<file path="config.mk">
export PLATFORM = sky130hd
export DESIGN_NAME = dsm_top
export DESIGN_NICKNAME = d
export VERILOG_FILES = /design/src/rtl/dsm_pkg.sv /design/src/rtl/dsm_arb.sv /design/src/rtl/dsm_decode.sv /design/src/rtl/dsm_ram.sv /design/src/rtl/dsm_top.sv
export SDC_FILE = /design/constraint.sdc
export NUM_CORES = 2
export LEC_CHECK = 0
export ABC_AREA = 1
export BUFFER_PORTS_ARGS = -buffer_cell sky130_fd_sc_hd__buf_2
export CAP_MARGIN = 25
export CORE_MARGIN = 3
export CORE_UTILIZATION = 38
export CTS_CLUSTER_SIZE = 30
export DETAILED_ROUTE_END_ITERATION = 8
export HOLD_SLACK_MARGIN = 0.05
export PLACE_DENSITY = 0.53
export REMOVE_ABC_BUFFERS = 1
export SLEW_MARGIN = 5
export SYNTH_ARGS = -nofsm -noshare
export SYNTH_HDL_FRONTEND = slang
export SYNTH_SLANG_ARGS = --single-unit
</file>
<file path="constraint.sdc">
create_clock -name clk -period 30.4 [get_ports clk]
set_input_delay 4.56 -clock clk [delete_from_list [all_inputs] [get_ports clk]]
set_output_delay 4.56 -clock clk [all_outputs]
set_load 0.1 [all_outputs]
</file>
<file path="src/rtl/dsm_pkg.sv">
// Package dsm_pkg
// Shared types for the dual-space data memory.
// Assumes byte-wide data and one-byte addresses throughout.
package dsm_pkg;

    // Internal operation carried from the arbiter to the storage
    typedef enum logic [2:0] {
        OP_RD   = 3'd0,
        OP_WR   = 3'd1,
        OP_BRD  = 3'd2,
        OP_BSET = 3'd3,
        OP_BCLR = 3'd4
    } op_e;

    // Which port issued the granted request
    typedef enum logic [1:0] {
        SRC_NONE = 2'd0,
        SRC_BYTE = 2'd1,
        SRC_REG  = 2'd2,
        SRC_BIT  = 2'd3
    } src_e;

    // One granted access per cycle
    typedef struct packed {
        logic       vld;
        src_e       src;
        op_e        op;
        logic       ind;
        logic [7:0] addr;
        logic [7:0] wdata;
    } cmd_t;

endpackage

</file>
<file path="src/rtl/dsm_arb.sv">
// Module dsm_arb
// Picks one request per cycle: the byte port first, then the register port,
// then the bit port. It turns the winner into a common command.
// Assumes the register bank and number fit below the lower RAM limit.
// A request that loses is not held; the requester must retry it.
module dsm_arb
    import dsm_pkg::*;
#(
    parameter int BANK_CNT  = 4,
    parameter int BANK_REGS = 8
) (
    input  logic                         b_req,
    input  logic                         b_we,
    input  logic                         b_indirect,
    input  logic [7:0]                   b_addr,
    input  logic [7:0]                   b_wdata,
    input  logic                         r_req,
    input  logic                         r_we,
    input  logic [$clog2(BANK_CNT)-1:0]  r_bank,
    input  logic [$clog2(BANK_REGS)-1:0] r_num,
    input  logic [7:0]                   r_wdata,
    input  logic                         t_req,
    input  logic [1:0]                   t_op,
    input  logic [7:0]                   t_addr,
    output cmd_t                         cmd
);

    logic [7:0] reg_addr;

    // Working register n of bank b sits at byte b*BANK_REGS + n
    always_comb begin
        reg_addr = 8'(r_bank) * 8'(BANK_REGS) + 8'(r_num);
    end

    // Fixed-priority selection of one request
    always_comb begin
        cmd = '0;
        if (b_req) begin
            cmd.vld   = 1'b1;
            cmd.src   = SRC_BYTE;
            cmd.op    = b_we ? OP_WR : OP_RD;
            cmd.ind   = b_indirect;
            cmd.addr  = b_addr;
            cmd.wdata = b_wdata;
        end else if (r_req) begin
            cmd.vld   = 1'b1;
            cmd.src   = SRC_REG;
            cmd.op    = r_we ? OP_WR : OP_RD;
            cmd.ind   = 1'b0;
            cmd.addr  = reg_addr;
            cmd.wdata = r_wdata;
        end else if (t_req) begin
            cmd.vld   = 1'b1;
            cmd.src   = SRC_BIT;
            cmd.ind   = 1'b0;
            cmd.addr  = t_addr;
            cmd.wdata = 8'h00;
            case (t_op)
                2'b01:   cmd.op = OP_BSET;
                2'b10:   cmd.op = OP_BCLR;
                default: cmd.op = OP_BRD;
            endcase
        end
    end

endmodule

</file>
<file path="src/rtl/dsm_decode.sv">
// Module dsm_decode
// Resolves a command address to either a RAM byte (and bit position) or the
// SFR port. At or above LOW_BYTES:
//   - an indirect byte access goes to upper RAM;
//   - a direct byte access goes to the SFR port;
//   - a bit access goes to the SFR port.
// Bit addresses below LOW_BYTES map into the area that starts at BITS_BASE.
// Assumes the RAM index equals the byte address for byte accesses.
module dsm_decode
    import dsm_pkg::*;
#(
    parameter int LOW_BYTES = 128,
    parameter int BITS_BASE = 32
) (
    input  logic       vld,
    input  op_e        op,
    input  logic       ind,
    input  logic [7:0] addr,
    output logic       ram_en,
    output logic       sfr_en,
    output logic       sfr_bit,
    output logic [7:0] ram_idx,
    output logic [2:0] bit_pos
);

    logic high;
    logic is_bit;

    // Classify the access
    always_comb begin
        high   = ({1'b0, addr} >= 9'(LOW_BYTES));
        is_bit = (op == OP_BRD) || (op == OP_BSET) || (op == OP_BCLR);
    end

    // Route to RAM or SFR and form the RAM location
    always_comb begin
        ram_en  = 1'b0;
        sfr_en  = 1'b0;
        sfr_bit = 1'b0;
        ram_idx = addr;
        bit_pos = addr[2:0];
        if (vld) begin
            if (is_bit) begin
                if (high) begin
                    sfr_en  = 1'b1;
                    sfr_bit = 1'b1;
                end else begin
                    ram_en  = 1'b1;
                    ram_idx = 8'(BITS_BASE) + {3'b000, addr[7:3]};
                end
            end else if (high && !ind) begin
                sfr_en = 1'b1;
            end else begin
                ram_en = 1'b1;
            end
        end
    end

endmodule

</file>
<file path="src/rtl/dsm_ram.sv">
// Module dsm_ram
// Byte storage with one-cycle registered reads. It supports a byte write and
// a single-bit set or clear done as a read-modify-write within one cycle.
// The read path always returns the contents from before the write.
// Contents are not reset; only the read registers are.
module dsm_ram
    import dsm_pkg::*;
#(
    parameter int DEPTH = 256,
    localparam int IDX_W = $clog2(DEPTH)
) (
    input  logic             clk,
    input  logic             rst_n,
    input  logic             en,
    input  op_e              op,
    input  logic [IDX_W-1:0] idx,
    input  logic [2:0]       pos,
    input  logic [7:0]       wdata,
    output logic [7:0]       rd_byte,
    output logic             rd_bit
);

    logic [7:0] mem [DEPTH];

    // Update storage for byte writes and bit set/clear
    always_ff @(posedge clk) begin
        if (en) begin
            case (op)
                OP_WR:   mem[idx]      <= wdata;
                OP_BSET: mem[idx][pos] <= 1'b1;
                OP_BCLR: mem[idx][pos] <= 1'b0;
                default: ;
            endcase
        end
    end

    // Register the old byte and old bit for the response
    always_ff @(posedge clk) begin
        if (!rst_n) begin
            rd_byte <= 8'h00;
            rd_bit  <= 1'b0;
        end else if (en) begin
            rd_byte <= mem[idx];
            rd_bit  <= mem[idx][pos];
        end
    end


    bit_set_only_chk: assert property (@(posedge clk) disable iff (!rst_n)
        (en && op == OP_BSET) |=>
            (mem[$past(idx)] == ($past(mem[idx]) | (8'd1 << $past(pos)))));


    bit_clr_only_chk: assert property (@(posedge clk) disable iff (!rst_n)
        (en && op == OP_BCLR) |=>
            (mem[$past(idx)] == ($past(mem[idx]) & ~(8'd1 << $past(pos)))));


    old_on_write_chk: assert property (@(posedge clk) disable iff (!rst_n)
        (en && op == OP_WR) |=> (rd_byte == $past(mem[idx])));

endmodule

</file>
<file path="src/rtl/dsm_top.sv">
// Module dsm_top
// Dual-space internal data memory. It arbitrates three access ports and
// decodes the winner onto RAM or the SFR port. It returns the result one
// cycle later on the port that asked.
// Assumes the SFR side answers with sfr_rdata in the cycle after sfr_req.
module dsm_top
    import dsm_pkg::*;
#(
    parameter int BANK_CNT  = 4,
    parameter int BANK_REGS = 8,
    parameter int LOW_BYTES = 128,
    parameter int BITS_BASE = 32,
    localparam int DEPTH    = 256,
    localparam int BANK_W   = $clog2(BANK_CNT),
    localparam int NUM_W    = $clog2(BANK_REGS)
) (
    input  logic              clk,
    input  logic              rst_n,
    input  logic              b_req,
    input  logic              b_we,
    input  logic              b_indirect,
    input  logic [7:0]        b_addr,
    input  logic [7:0]        b_wdata,
    output logic [7:0]        b_rdata,
    output logic              b_rvalid,
    input  logic              r_req,
    input  logic              r_we,
    input  logic [BANK_W-1:0] r_bank,
    input  logic [NUM_W-1:0]  r_num,
    input  logic [7:0]        r_wdata,
    output logic [7:0]        r_rdata,
    output logic              r_rvalid,
    input  logic              t_req,
    input  logic [1:0]        t_op,
    input  logic [7:0]        t_addr,
    output logic              t_rdata,
    output logic              t_rvalid,
    output logic              sfr_req,
    output logic              sfr_we,
    output logic              sfr_bit,
    output logic [7:0]        sfr_addr,
    output logic [7:0]        sfr_wdata,
    input  logic [7:0]        sfr_rdata
);

    cmd_t       cmd;
    logic       ram_en;
    logic       sfr_en;
    logic       sfr_bit_d;
    logic [7:0] ram_idx;
    logic [2:0] bit_pos;
    logic [7:0] ram_byte;
    logic       ram_bit;
    src_e       src_q;
    logic       sfr_q;

    dsm_arb #(
        .BANK_CNT  (BANK_CNT),
        .BANK_REGS (BANK_REGS)
    ) arb_i (
        .b_req      (b_req),
        .b_we       (b_we),
        .b_indirect (b_indirect),
        .b_addr     (b_addr),
        .b_wdata    (b_wdata),
        .r_req      (r_req),
        .r_we       (r_we),
        .r_bank     (r_bank),
        .r_num      (r_num),
        .r_wdata    (r_wdata),
        .t_req      (t_req),
        .t_op       (t_op),
        .t_addr     (t_addr),
        .cmd        (cmd)
    );

    dsm_decode #(
        .LOW_BYTES (LOW_BYTES),
        .BITS_BASE (BITS_BASE)
    ) dec_i (
        .vld     (cmd.vld),
        .op      (cmd.op),
        .ind     (cmd.ind),
        .addr    (cmd.addr),
        .ram_en  (ram_en),
        .sfr_en  (sfr_en),
        .sfr_bit (sfr_bit_d),
        .ram_idx (ram_idx),
        .bit_pos (bit_pos)
    );

    dsm_ram #(
        .DEPTH (DEPTH)
    ) ram_i (
        .clk     (clk),
        .rst_n   (rst_n),
        .en      (ram_en),
        .op      (cmd.op),
        .idx     (ram_idx),
        .pos     (bit_pos),
        .wdata   (cmd.wdata),
        .rd_byte (ram_byte),
        .rd_bit  (ram_bit)
    );

    // Drive the SFR request from the decoded command
    always_comb begin
        sfr_req   = sfr_en;
        sfr_bit   = sfr_bit_d;
        sfr_addr  = cmd.addr;
        sfr_we    = sfr_en && (cmd.op == OP_WR || cmd.op == OP_BSET ||
                               cmd.op == OP_BCLR);
        sfr_wdata = sfr_bit_d ? {7'b0000000, (cmd.op == OP_BSET)} : cmd.wdata;
    end

    // Remember who asked and whether the answer comes from the SFR side
    always_ff @(posedge clk) begin
        if (!rst_n) begin
            src_q <= SRC_NONE;
            sfr_q <= 1'b0;
        end else begin
            src_q <= cmd.vld ? cmd.src : SRC_NONE;
            sfr_q <= sfr_en;
        end
    end

    // Steer the response to the requesting port
    always_comb begin
        b_rvalid = (src_q == SRC_BYTE);
        r_rvalid = (src_q == SRC_REG);
        t_rvalid = (src_q == SRC_BIT);
        b_rdata  = sfr_q ? sfr_rdata : ram_byte;
        r_rdata  = ram_byte;
        t_rdata  = sfr_q ? sfr_rdata[0] : ram_bit;
    end


    upper_not_sfr_chk: assert property (@(posedge clk) disable iff (!rst_n)
        (b_req && b_indirect) |-> !sfr_req);


    direct_high_sfr_chk: assert property (@(posedge clk) disable iff (!rst_n)
        (b_req && !b_indirect && b_addr[7]) |->
            (sfr_req && !sfr_bit && sfr_addr == b_addr && sfr_we == b_we));


    byte_wins_chk: assert property (@(posedge clk) disable iff (!rst_n)
        b_req |=> (b_rvalid && !r_rvalid && !t_rvalid));


    reg_over_bit_chk: assert property (@(posedge clk) disable iff (!rst_n)
        (r_req && !b_req) |=> (r_rvalid && !t_rvalid));


    sfr_bit_route_chk: assert property (@(posedge clk) disable iff (!rst_n)
        (t_req && !b_req && !r_req && t_addr[7]) |->
            (sfr_req && sfr_bit && sfr_addr == t_addr));

endmodule

</file>
==> results.sh <==
export IMPL_clk_transition_reported_paths_ns=0.06
export IMPL_timing_rr_end="ram_i.rd_bit"
export IMPL_syn_to_final_growth_pct=10.0
export IMPL_postSynth_asyncResetShare=0
export IMPL_drv_slew=0
export IMPL_pin_count_of_the_biggest_net_entering_global_routing=228
export IMPL_max_vdd_ir_drop_mv=0.0667
export IMPL_status="finished clean"
export IMPL_global_route_usage_met1=0.349
export IMPL_synth_simple_gate_area_frac=0.306
export IMPL_critical_path_top_delay_family="buffers and inverters"
export IMPL_cp_cell_sequence="buf_2 > inv_2 > nand3_2 > nor2_1 > inv_2 > nand2_2 > nand2_1 > a21oi_1 > buf_2"
export IMPL_clock_latency_ns=0.86
export IMPL_drc=0
export IMPL_post_synth_num_cell_types=33
export IMPL_core_um2=252000
export IMPL_post_cts_buffers=0
export IMPL_crit_required_ns=25.84
export IMPL_yosys_register_bits=2060
export IMPL_tritoncts="done"
export IMPL_fin_crit_ns=10.80
export IMPL_die_h_um=509
export IMPL_muxShareOfSynthArea=0.000702
export IMPL_seqPwrFrac=0.476
export IMPL_io_pins=94
export IMPL_die_width_um=509
export IMPL_drt_iter0_markers=8428
export IMPL_gpl_final_weighted_congestion=0.860
export IMPL_transition_time_at_the_pin_with_the_least_slew_margin_ns=1.38
export IMPL_worst_setup_path_type="input port to primary output"
export IMPL_min_delay_worst_endpoint="ram_i.rd_byte[4]"
export IMPL_hold_path_class="flip-flop to flip-flop"
export IMPL_final_period_utilization=0.355
export IMPL_area_of_the_die_um2=259000
export IMPL_wire_length_of_the_first_global_routing_pass_um=489000
export IMPL_setup_reg_to_reg_worst_slack_ns=26.94
export IMPL_grt_most_used_layer="met2"
export IMPL_synth_xor_area_share=0
export IMPL_finalWirelength_um=335000
export IMPL_timing_critical_path_to_type="primary output"
export IMPL_routed_wirelength_normalized_by_instance_count_um=24.2
export IMPL_post_dp_hpwl_um=180000
export IMPL_postSynth_topFlopCell="sky130_fd_sc_hd__edfxtp_1"
export IMPL_final_core_util=0.421
export IMPL_power_per_cell_area_nw_per_um2=62.7
export IMPL_synth_top_family_by_area="simple AND/OR/NAND/NOR gates"
export IMPL_synth_enable_flop_cells=2048
export IMPL_postSynthCellCount=10600
export IMPL_num_vias=75400
export IMPL_numCtsBuffers=217
export IMPL_comb_power_share=0.149
export IMPL_timing_critical_path_slowest_stage_cell="sky130_fd_sc_hd__buf_2"
export IMPL_seq_area_frac_synth=0.642
export IMPL_grt_antenna_before_repair=9
export IMPL_global_route_usage_met3=0.0398
export IMPL_reg2reg_from="ram_i.mem[169][0]"
export IMPL_per_instance_average_area_after_synthesis_um2=9.08
export IMPL_yosys_warn_count=0
export IMPL_ctsHoldBuffers=0
export IMPL_cp_max_fo=23
export IMPL_clock_fmax_mhz=92.6
export IMPL_switchingPower_uw=1940
export IMPL_globalRouteOverflowTotal=0
export IMPL_worst_slew_margin_rel=0.0777
export IMPL_hp_start="ram_i.rd_byte[4]"
export IMPL_fp_row_count=184
export IMPL_final_hold_viol_count=0
export IMPL_synth_adder_area_share=0
export IMPL_clockRootBuffer="sky130_fd_sc_hd__clkbuf_16"
export IMPL_start_util=0.382
export IMPL_port_buffers=93
export IMPL_critical_path_startpoint_type="input port"
export IMPL_swShare=0.292
export IMPL_internal_uw=4700
export IMPL_all_layer_global_routing_usage=0.252
export IMPL_antenna_left=0
export IMPL_complex_gate_fraction_of_the_synthesized_area=0.0119
export IMPL_postCtsResizedCells=0
export IMPL_slowest_delay_ns=0.44
export IMPL_cap_viol_max_count=0
export IMPL_timing_critical_path_arrival_ns=6.24
export IMPL_leakagePower_uw=0.0386
export IMPL_clock_tree_htree_level_count=4
export IMPL_detail_route_vias_per_cell=5.45
export IMPL_synth_cell_area_um2=96200
export IMPL_cts_path_max_buffers=3
export IMPL_drive_above_1_share=0.0622
export IMPL_power_clock_fraction=0.375
export IMPL_setup_violations=0
export IMPL_finish_net_count=10400
export IMPL_detail_route_first_pass_iterations=6
export IMPL_hold_depth=2
export IMPL_reg2regPathDepth=18
export IMPL_setup_tns_ns=0
export IMPL_clock_sink_count=2060
export IMPL_skew_ns=0.0300
export IMPL_met2_usage=0.406
export IMPL_grt_setup_unrepaired="false"
export IMPL_cp_num_buf_inv=4
export IMPL_grt_pass1_vias=72900
[cells in the final DEF, fill, tap and decap left out, types with 12 or more instances in the layout]
master / instances
sky130_fd_sc_hd__nand3_1: 280
sky130_fd_sc_hd__o21ai_0: 41
sky130_fd_sc_hd__a21oi_1: 45
sky130_fd_sc_hd__o21ai_1: 104
sky130_fd_sc_hd__clkbuf_1: 54
sky130_fd_sc_hd__buf_2: 93
sky130_fd_sc_hd__clkbuf_16: 219
sky130_fd_sc_hd__inv_1: 35
sky130_fd_sc_hd__nor3_1: 23
sky130_fd_sc_hd__inv_2: 23
sky130_fd_sc_hd__buf_4: 160
sky130_fd_sc_hd__edfxtp_1: 2048
sky130_fd_sc_hd__buf_12: 17
sky130_fd_sc_hd__nor4_1: 360
sky130_fd_sc_hd__clkinv_1: 50
sky130_fd_sc_hd__nor2_4: 23
sky130_fd_sc_hd__nand2_1: 4894
sky130_fd_sc_hd__clkinv_2: 37
sky130_fd_sc_hd__nor2_1: 1866
sky130_fd_sc_hd__dfxtp_1: 12
[metrics by stage]
step                power [uW]  hold WS, ns  setup WS [ns]  std cells  area (um^2)
floorplan                 3920        0.508         -61.37       9821        92700
global placement          4190        0.660          19.54      13400        99100
detailed placement        4200        0.666          19.58      13400        99200
CTS                       6660        0.671          19.63      13800       106000
global route              6860        0.682          19.43      13800       106000
finish                    6640        0.679          19.60      13800       106000
[Yosys cell counts, drive strengths merged (6+ instances only)]
library cell / n / area share
clkbuf: 289 / 0.011
nor3: 24 / 0.0013
dfxtp: 12 / 0.0025
a22o: 7 / 0.00064
a21oi: 46 / 0.0024
a211oi: 8 / 0.00062
nand3: 282 / 0.015
mux2: 6 / 0.00070
nand2: 4903 / 0.19
or2: 9 / 0.00059
o21ai: 147 / 0.0077
inv: 63 / 0.0025
edfxtp: 2048 / 0.64
nor2: 1897 / 0.075
buf: 488 / 0.026
nor4: 360 / 0.023
[sequential cells by signal, summed over array words and instances (netlist names)]
| signal | count |
|---|---|
| ram_i.mem | 2048 |
| ram_i.rd_bit | 1 |
| src_q | 2 |
| ram_i.rd_byte | 8 |
| sfr_q | 1 |
[logic make-up (layout without fill, tap and decap cells)]
family	after synthesis	count (layout)
other	0	5
and+or+nand+nor	7476	7476
AOI/OAI and AO/OA	216	216
muxes	6	6
DFF	2060	2060
buffers and inverters	840	722
[area by class of cell]
| class | instances | area [um^2] |
|---|---|---|
| clock buffer | 273 | 5680 |
| fill | 25000 | 146000 |
| clock inverter | 103 | 721 |
| antenna | 5 | 12.5 |
| multi-input combinational | 7698 | 31000 |
| sequential | 2060 | 61700 |
| inverter | 63 | 251 |
| timing repair buffer | 283 | 2300 |
| tap | 3348 | 4190 |
[how the worst max path moves through the flow]
stage / slack, ns / end / cells past startpoint / from
finish: 19.60 / sfr_we / 9 / b_req
global route: 19.43 / sfr_wdata[0] / 9 / r_req
CTS: 19.63 / sfr_we / 9 / b_req
detailed placement: 19.58 / ram_i.mem[171][4] / 18 / b_req
global placement: 19.54 / sfr_wdata[0] / 9 / r_req
floorplan: -61.37 / ram_i.mem[128][6] / 15 / b_req
[layer usage]
layer	wire (um)	part of all wire	vias to the layer above
met5	12	0.000036	-
met4	11100	0.033	2
met3	26300	0.078	523
met2	155000	0.46	3133
met1	142000	0.43	37700
li1	-	-	34100
[power by group through the flow]
stage / clock network [uW] / logic, uW / registers, uW
after floorplan: 0 / 678 / 3240
after global placement: 0 / 970 / 3220
after detailed placement: 0 / 975 / 3220
after CTS: 2530 / 977 / 3160
after global routing: 2630 / 1060 / 3160
final: 2490 / 991 / 3160
[worst reg2reg max path, stage by stage (launching register included)]
cell                       delay, ns
sky130_fd_sc_hd__edfxtp_1       0.50
sky130_fd_sc_hd__nand3_1        0.31
sky130_fd_sc_hd__nand2_1        0.08
sky130_fd_sc_hd__nand2_1        0.06
sky130_fd_sc_hd__nand2_1        0.08
sky130_fd_sc_hd__nand2_1        0.07
sky130_fd_sc_hd__nand2_1        0.06
sky130_fd_sc_hd__o21ai_0        0.70
sky130_fd_sc_hd__nand2_1        0.39
sky130_fd_sc_hd__nor2_1         0.33
sky130_fd_sc_hd__nor2_1         0.11
sky130_fd_sc_hd__nor2_1         0.19
sky130_fd_sc_hd__nand2_1        0.08
sky130_fd_sc_hd__nand2_1        0.08
sky130_fd_sc_hd__nand2_1        0.05
sky130_fd_sc_hd__nor2_1         0.08
sky130_fd_sc_hd__nand3_1        0.08
sky130_fd_sc_hd__nand2_1        0.06
sky130_fd_sc_hd__inv_1          0.04
Power figures use the tool's default switching activity.
